**config.mk**
```make
export PLATFORM = sky130hd
export DESIGN_NAME = emc_cycle_seq
export DESIGN_NICKNAME = d
export VERILOG_FILES = /design/src/rtl/emc_pkg.sv /design/src/rtl/emc_wait_sync.sv /design/src/rtl/emc_phase_fsm.sv /design/src/rtl/emc_strobe_dec.sv /design/src/rtl/emc_cycle_seq.sv
export SDC_FILE = /design/constraint.sdc
export NUM_CORES = 1
export LEC_CHECK = 0
export ABC_AREA = 1
export ABC_CLOCK_PERIOD_IN_PS = 1950
export BUFFER_PORTS_ARGS = -buffer_cell sky130_fd_sc_hd__buf_4
export CAP_MARGIN = 20
export CORE_MARGIN = 1
export CORE_UTILIZATION = 48
export DETAILED_ROUTE_END_ITERATION = 12
export MAX_ROUTING_LAYER = met4
export PLACE_DENSITY = 0.86
export SYNTH_ARGS = -nofsm -noshare
export SYNTH_HDL_FRONTEND = slang
export SYNTH_SLANG_ARGS = --single-unit
export TNS_END_PERCENT = 1
```
**constraint.sdc**
```tcl
create_clock -name clk -period 1.95 [get_ports clk]
set_input_delay 0.39 -clock clk [delete_from_list [all_inputs] [get_ports clk]]
set_output_delay 0.39 -clock clk [all_outputs]
set_load 0.05 [all_outputs]
```
**src/rtl/emc_pkg.sv**
```systemverilog
package emc_pkg;
   typedef enum logic [2:0] {
      PH_IDLE = 3'd0,
      PH_T1   = 3'd1,
      PH_T2   = 3'd2,
      PH_T3   = 3'd3,
      PH_T4   = 3'd4,
      PH_T5   = 3'd5,
      PH_T6   = 3'd6,
      PH_EW   = 3'd7
   } phase_e;

   function automatic int max_of(input int a, input int b);
      return (a > b) ? a : b;
   endfunction
endpackage

```
**src/rtl/emc_wait_sync.sv**
```systemverilog
module emc_wait_sync #(
   parameter int STAGES = 2
) (
   input  logic clk,
   input  logic rst_n,
   input  logic async_in,
   output logic sync_out
);
   logic [STAGES-1:0] chain;

   generate
      if (STAGES < 1) begin : g_bad_stages
         $error("emc_wait_sync: STAGES must be at least 1");
      end
      for (genvar i = 0; i < STAGES; i++) begin : g_stage
         if (i == 0) begin : g_first
            always_ff @(posedge clk) begin
               if (!rst_n) chain[0] <= 1'b0;
               else        chain[0] <= async_in;
            end
         end else begin : g_next
            always_ff @(posedge clk) begin
               if (!rst_n) chain[i] <= 1'b0;
               else        chain[i] <= chain[i-1];
            end
         end
      end
   endgenerate

   assign sync_out = chain[STAGES-1];
endmodule

```
**src/rtl/emc_phase_fsm.sv**
```systemverilog
module emc_phase_fsm
   import emc_pkg::*;
#(
   parameter int LEN_T1 = 1,
   parameter int LEN_T2 = 1,
   parameter int LEN_T3 = 1,
   parameter int LEN_T4 = 2,
   parameter int LEN_T5 = 1,
   parameter int LEN_T6 = 1
) (
   input  logic   clk,
   input  logic   rst_n,
   input  logic   start,
   input  logic   start_internal,
   input  logic   wait_s,
   output phase_e phase,
   output logic   ck,
   output logic   accept,
   output logic   t4_end,
   output logic   done
);
   localparam int MAXLEN = max_of(max_of(max_of(LEN_T1, LEN_T2), max_of(LEN_T3, LEN_T4)),
                                  max_of(LEN_T5, LEN_T6));
   localparam int CW = (MAXLEN < 2) ? 1 : $clog2(MAXLEN);

   generate
      if (LEN_T1 < 1 || LEN_T2 < 1 || LEN_T3 < 1 || LEN_T4 < 1 || LEN_T5 < 1 || LEN_T6 < 1)
      begin : g_bad_len
         $error("emc_phase_fsm: every phase length must be at least 1");
      end
   endgenerate

   logic [CW-1:0] cnt;
   logic          waited;
   logic          internal_q;
   logic [CW-1:0] last_cnt;
   logic          at_last;
   logic          stretch;

   always_comb begin
      unique case (phase)
         PH_T1:   last_cnt = CW'(LEN_T1 - 1);
         PH_T2:   last_cnt = CW'(LEN_T2 - 1);
         PH_T3:   last_cnt = CW'(LEN_T3 - 1);
         PH_T4:   last_cnt = CW'(LEN_T4 - 1);
         PH_T5:   last_cnt = CW'(LEN_T5 - 1);
         PH_T6:   last_cnt = CW'(LEN_T6 - 1);
         default: last_cnt = '0;
      endcase
   end

   assign at_last = (cnt == last_cnt);
   assign accept  = (phase == PH_IDLE) && start && !ck;
   assign stretch = (phase == PH_T4) && at_last && wait_s && !internal_q;
   assign t4_end  = (phase == PH_T4) && at_last && !stretch;
   assign done    = (phase == PH_T6) && at_last;

   always_ff @(posedge clk) begin
      if (!rst_n) begin
         phase      <= PH_IDLE;
         cnt        <= '0;
         ck         <= 1'b0;
         waited     <= 1'b0;
         internal_q <= 1'b0;
      end else begin
         ck <= ~ck;
         if (accept) begin
            phase      <= PH_T1;
            cnt        <= '0;
            waited     <= 1'b0;
            internal_q <= start_internal;
         end else if (phase == PH_EW) begin
            phase <= PH_T5;
            cnt   <= '0;
         end else if (phase != PH_IDLE) begin
            if (stretch) begin
               waited <= 1'b1;
            end else if (at_last) begin
               cnt <= '0;
               unique case (phase)
                  PH_T1:   phase <= PH_T2;
                  PH_T2:   phase <= PH_T3;
                  PH_T3:   phase <= PH_T4;
                  PH_T4:   phase <= (waited && ck) ? PH_EW : PH_T5;
                  PH_T5:   phase <= PH_T6;
                  default: phase <= PH_IDLE;
               endcase
            end else begin
               cnt <= cnt + 1'b1;
            end
         end
      end
   end

   // T4 hands over only to EW or T5
   a_r1_t4_exit: assert property (@(posedge clk) disable iff (!rst_n)
      ($past(phase) == PH_T4 && phase != PH_T4) |-> (phase == PH_T5 || phase == PH_EW));
   // EW only after a stretched T4, with the bus clock low
   a_r6_ew_needs_wait: assert property (@(posedge clk) disable iff (!rst_n)
      (phase == PH_EW) |-> (waited && !ck && $past(phase) == PH_T4));
   // T5 after waits always opens on a rising bus clock edge
   a_r6_t5_rising: assert property (@(posedge clk) disable iff (!rst_n)
      (phase == PH_T5 && $past(phase) != PH_T5 && waited) |-> ck);
   // internal access never stretches T4
   a_r5_internal_no_wait: assert property (@(posedge clk) disable iff (!rst_n)
      (phase == PH_T4 && at_last && internal_q) |=> (phase != PH_T4));
   // T1 opens with the bus clock high
   a_r1_t1_rising: assert property (@(posedge clk) disable iff (!rst_n)
      (phase == PH_T1 && $past(phase) == PH_IDLE) |-> ck);
endmodule

```
**src/rtl/emc_strobe_dec.sv**
```systemverilog
module emc_strobe_dec
   import emc_pkg::*;
#(
   parameter int DW = 32,
   localparam int NB = DW / 8
) (
   input  logic          clk,
   input  logic          rst_n,
   input  phase_e        phase,
   input  logic          we_q,
   input  logic          late_q,
   input  logic [NB-1:0] be_q,
   input  logic [DW-1:0] addr_q,
   input  logic [DW-1:0] wdata_q,
   output logic          ale,
   output logic          ce_n,
   output logic          rd_n,
   output logic [NB-1:0] wr_n,
   output logic          ad_oe,
   output logic [DW-1:0] ad_out
);
   logic in_strobe_core;
   logic wr_window;

   assign in_strobe_core = (phase == PH_T3) || (phase == PH_T4) || (phase == PH_EW);
   assign wr_window      = we_q && (in_strobe_core || (!late_q && phase == PH_T2));

   assign ale    = (phase == PH_T1);
   assign ce_n   = !(in_strobe_core || phase == PH_T2 || phase == PH_T5);
   assign rd_n   = !(!we_q && in_strobe_core);
   assign ad_oe  = (phase == PH_T1) || (we_q && phase != PH_IDLE);
   assign ad_out = (phase == PH_T1) ? addr_q : wdata_q;

   generate
      for (genvar b = 0; b < NB; b++) begin : g_byte
         assign wr_n[b] = !(wr_window && be_q[b]);
      end
   endgenerate

   // address latch and chip enable never overlap
   a_r7_ale_ce: assert property (@(posedge clk) disable iff (!rst_n) ale |-> ce_n);
   // a write strobe is only low inside chip enable
   a_r8_wr_in_ce: assert property (@(posedge clk) disable iff (!rst_n)
      (wr_n != {NB{1'b1}}) |-> (!ce_n && ad_oe));
   // read and write strobes never overlap
   a_r10_rd_wr_excl: assert property (@(posedge clk) disable iff (!rst_n)
      !rd_n |-> (wr_n == {NB{1'b1}}));
endmodule

```
**src/rtl/emc_cycle_seq.sv**
```systemverilog
module emc_cycle_seq
   import emc_pkg::*;
#(
   parameter int DW          = 32,
   parameter int SYNC_STAGES = 2,
   parameter int LEN_T1      = 1,
   parameter int LEN_T2      = 1,
   parameter int LEN_T3      = 1,
   parameter int LEN_T4      = 2,
   parameter int LEN_T5      = 1,
   parameter int LEN_T6      = 1,
   localparam int NB         = DW / 8
) (
   input  logic          clk,
   input  logic          rst_n,
   input  logic          start,
   input  logic          start_we,
   input  logic          start_late,
   input  logic          start_internal,
   input  logic [DW-1:0] start_addr,
   input  logic [DW-1:0] start_wdata,
   input  logic [NB-1:0] start_be,
   input  logic          mem_wait,
   input  logic [DW-1:0] ad_in,
   output logic          ck_out,
   output logic [2:0]    phase,
   output logic          busy,
   output logic          done,
   output logic          ale,
   output logic          ce_n,
   output logic          rd_n,
   output logic [NB-1:0] wr_n,
   output logic          ad_oe,
   output logic [DW-1:0] ad_out,
   output logic [DW-1:0] rdata
);
   generate
      if (DW < 8 || (DW % 8) != 0) begin : g_bad_dw
         $error("emc_cycle_seq: DW must be a positive multiple of 8");
      end
   endgenerate

   phase_e        ph;
   logic          wait_s;
   logic          accept;
   logic          t4_end;
   logic          we_q, late_q;
   logic [NB-1:0] be_q;
   logic [DW-1:0] addr_q, wdata_q;

   emc_wait_sync #(.STAGES(SYNC_STAGES)) u_sync (
      .clk(clk), .rst_n(rst_n), .async_in(mem_wait), .sync_out(wait_s)
   );

   emc_phase_fsm #(
      .LEN_T1(LEN_T1), .LEN_T2(LEN_T2), .LEN_T3(LEN_T3),
      .LEN_T4(LEN_T4), .LEN_T5(LEN_T5), .LEN_T6(LEN_T6)
   ) u_fsm (
      .clk(clk), .rst_n(rst_n), .start(start), .start_internal(start_internal),
      .wait_s(wait_s), .phase(ph), .ck(ck_out), .accept(accept),
      .t4_end(t4_end), .done(done)
   );

   always_ff @(posedge clk) begin
      if (!rst_n) begin
         we_q    <= 1'b0;
         late_q  <= 1'b0;
         be_q    <= '0;
         addr_q  <= '0;
         wdata_q <= '0;
         rdata   <= '0;
      end else begin
         if (accept) begin
            we_q    <= start_we;
            late_q  <= start_late;
            be_q    <= start_be;
            addr_q  <= start_addr;
            wdata_q <= start_wdata;
         end
         if (t4_end && !we_q) rdata <= ad_in;
      end
   end

   emc_strobe_dec #(.DW(DW)) u_dec (
      .clk(clk), .rst_n(rst_n), .phase(ph), .we_q(we_q), .late_q(late_q),
      .be_q(be_q), .addr_q(addr_q), .wdata_q(wdata_q), .ale(ale), .ce_n(ce_n),
      .rd_n(rd_n), .wr_n(wr_n), .ad_oe(ad_oe), .ad_out(ad_out)
   );

   assign phase = ph;
   assign busy  = (ph != PH_IDLE);

   // completion pulse lies inside T6 and lasts one cycle
   a_r11_done_t6: assert property (@(posedge clk) disable iff (!rst_n)
      done |-> (phase == 3'd6));
   a_r11_done_single: assert property (@(posedge clk) disable iff (!rst_n)
      done |=> !done);
endmodule

```
==> metrics.md <==
| Metric | Value |
|---|---|
| Status | finished, violations left |
| Violations in the final reports | setup timing |
| End point of the critical path | wr_n[1] |
| Post-route fraction of the period consumed by the critical path | 104.3% |
| Final min period | approximately 2000 ps |
| Layer with the highest usage | met2 |
| Data arrival time at the worst-slack endpoint | 1640 ps |
| Maximum fanout encountered on the critical timing path | 4 |
| Largest cells by area after synthesis | sky130_fd_sc_hd__dfxtp_1, sky130_fd_sc_hd__nor2_1, sky130_fd_sc_hd__nand2_1, sky130_fd_sc_hd__o21ai_0, sky130_fd_sc_hd__o21ai_1 |
| Post-synthesis to final-layout area growth | 43.45% |
| Detailed placer's ending HPWL | ~8600 um |
| Starting utilization of the core area | 49.41% |
| Clock transition at the register clock pins on the worst setup and hold paths after CTS | approximately 100 ps |
| Static leakage | slightly above 3 nW |
| Pwr Density | between 1000 and 1500 mW/mm2 |
| Startpoint of the most critical setup path | u_fsm.phase[0] |
| Type of element capturing the critical path | output port |
| Fraction of layout cells with a size suffix above 1 | a little under a third |
| Cts-stage hold buffer count | 0 |
| Post-Syn Nets | between 700 and 800 |
| Required @ worst endpoint | ~1600 ps |
| Layout filler cell count | between 700 and 800 |
| Mean routed wirelength per cell | about 14 um |
| Gpl congestion | roughly 0.95 |
| Maximum number of pins on one net before global-route repair | 74 |
| Total Routing Usage GR | a little over a quarter |
| Die W | 99.30 um |
| Number of hold violations in the final report | 0 |
| Worst Clk Skew | roughly 13 ps |
| Number of DRC violations after detailed-routing iteration 0 | around 220 |
| Core ar. | 0.009196 mm2 |
| Relative slew slack | between 70 and 80% |
| Slack of the worst reg-to-reg path | roughly 150 ps |
| Nets | 920 |
| Clk_lat worst skew | 350 ps |
| Worst Hold Class | input pin to flip-flop |
| Routed WL | roughly 13000 um |
| Maximum clock path buffer count | 2 |
| Total power after layout | ~7.7 mW |
| Commonest cells after routing, fill and taps aside | sky130_fd_sc_hd__buf_4, sky130_fd_sc_hd__nor2_1, sky130_fd_sc_hd__nand2_1 |
| Portion of the post-synthesis area used by sequential elements | a little under 50% |
| Cell area after synthesis | 0.004544 mm2 |
| Final setup violating endpoints | 6 |
| Number of antenna-violating nets in the routed design | 0 |
| YS warnings | 0 |
| R2R Path Start | u_fsm.phase[1] |
| Worst Reg-to-Reg Cells | 9 |
| Most common library cell in the layout ignoring fill and taps | sky130_fd_sc_hd__buf_4 |
| Post-route DRC | 0 |
| Met2 routing resource usage after global routing | 44.39% |
| Wire length of the first global-routing pass | around 20000 um |
| Met1 capacity usage during global routing | around 30% |
| Vias per inst | ~5 |
| Met3 demand-to-capacity share in global routing | between 7 and 8% |
| Master cell of the clock root buffer | sky130_fd_sc_hd__clkbuf_8 |
| Max-cap violation count | 0 |
| Highest Clock Rate | ~0.49 GHz |
| Final number of max-transition violations | 0 |
| Number of non-filler instances in the completed layout | between 900 and 1000 |
| Nature of the critical path startpoint | flip-flop |
| Min setup slack post-route | -83.93 ps |
| VDD IR max | between 0.7 and 0.8 mV |
| Number of standard cells after synthesis | ~640 |
| Total number of vias | 4686 |
| Vertical die dimension | between 90 and 100 um |
| Count of standard-cell rows | 35 |
| RSZ-0062 raised after global routing | yes |
| Area of the die | around 0.01 mm2 |
| Antenna violations before repair | 0 |
| Area share of the largest cell type after synthesis | about half |
| CTS HTree Levels | 3 |
| Number of global-route vias before repair | between 4000 and 5000 |
| Number of buffers created by CTS | 9 |
| Hold slack final | 215.8 ps |
| Placed cell count | about 900 |
| Count of cell types in the netlist | 20 |
| Post-synthesis area per instance | slightly above 7 um2 |
| Number of diodes | 0 |
| Cell type contributing the most total cell area after synthesis | sky130_fd_sc_hd__dfxtp_1 |
| Detailed-router iteration count before antenna repair | 5 |
| Setup TNS after final layout | -392.0 ps |
| Port Buf Inserts | ~180 |
| Synth Register Bits | roughly 110 |
| Count of clock tree sinks | about 110 |
| Final core utilization | a little under three quarters |
| I/O pin count | about 190 |
| Crit Reg-Reg Endpoint | rdata[22] |
| Critical setup path kind | flip-flop to output port |
| TritonCTS clock tree | built |
| Worst-margin pin slew | approximately 390 ps |
| Global route total overflow | 0 |
-- power breakdown --
group	switching [mW]	internal, mW	total [mW]
logic	2.21	1.21	3.42
registers	0.222	2.64	2.86
clock network	0.738	0.668	1.41
total	3.17	4.52	7.69
-- layout make-up --
type,count,area [um2],share of cell area [%]
clock buffer,12,155.1,2.380
clock inverter,4,53.80,0.8253
inverter,54,210.2,3.225
multi-input combinational,432,1952,29.94
sequential,111,2233,34.26
tap,111,138.9,2.131
timing repair buffer,203,1775,27.24
-- timing repair --
action	in CTS	in global routing
cloned	1	0
buffers inserted	6	2
resized for setup	37	30
pin swaps	3	6
setup endpoints to repair	38	42
-- stage by stage --
stage,setup WS (ps),instance area (um2)
floorplan,-36.10,4588
global placement,171.9,5982
detailed placement,97.42,5982
CTS,-109.3,6389
global route,-172.2,6519
finish,-83.93,6519
-- cell usage after synthesis (all sizes together) --
cell type    n
nor2       152
nor3         1
ha           2
a21oi       37
nand3        7
buf         24
clkbuf      14
nand2      126
inv         54
dfxtp      111
o21ai      106
or2          1
-- critical path, stage by stage (launching register included) --
cell	delay [ps]
sky130_fd_sc_hd__dfxtp_4	380
sky130_fd_sc_hd__inv_2	90
sky130_fd_sc_hd__nand3_4	80
sky130_fd_sc_hd__or2_0	230
sky130_fd_sc_hd__a21oi_2	230
sky130_fd_sc_hd__nand2_1	110
sky130_fd_sc_hd__buf_6	160
-- sequential cells by signal (all words and copies together) (netlist names) --
| register | cells |
|---|---|
| addr_q | 32 |
| rdata | 32 |
| wdata_q | 32 |
| be_q | 4 |
| u_fsm.phase | 3 |
| late_q | 1 |
| u_fsm.ck | 1 |
| u_fsm.cnt | 1 |
| u_fsm.internal_q | 1 |
| u_fsm.waited | 1 |
| u_sync.chain | 1 |
| u_sync.sync_out | 1 |
| we_q | 1 |
-- worst min path at each step --
stage	start	endpoint	slack, ps	cells after the start
6_report	mem_wait	u_sync.chain[0]	220	3
3_5_place_dp	u_sync.chain[0]	u_sync.sync_out	410	2
3_3_place_gp	u_sync.chain[0]	u_sync.sync_out	400	2
5_1_grt	mem_wait	u_sync.chain[0]	200	3
4_1_cts	mem_wait	u_sync.chain[0]	200	3
2_1_floorplan	u_sync.chain[0]	u_sync.sync_out	390	2
-- cell families (layout without fill, tap and decap cells) --
family / after synthesis / after routing / synth area share [%]
AOI/OAI and AO/OA: 143 / 143 / 15.75
adders and majority gates: 2 / 2 / 0.5506
buffers and inverters: 92 / 273 / 10.05
DFF: 111 / 111 / 48.90
and+or+nand+nor: 287 / 287 / 24.75
-- per-layer routing --
metal	vias to the layer above	wire [um]
met5	-	0
met4	0	297
met3	28	1112
met2	223	6340
met1	2105	5228
li1	2330	-
(Power assumes the default switching activity.)
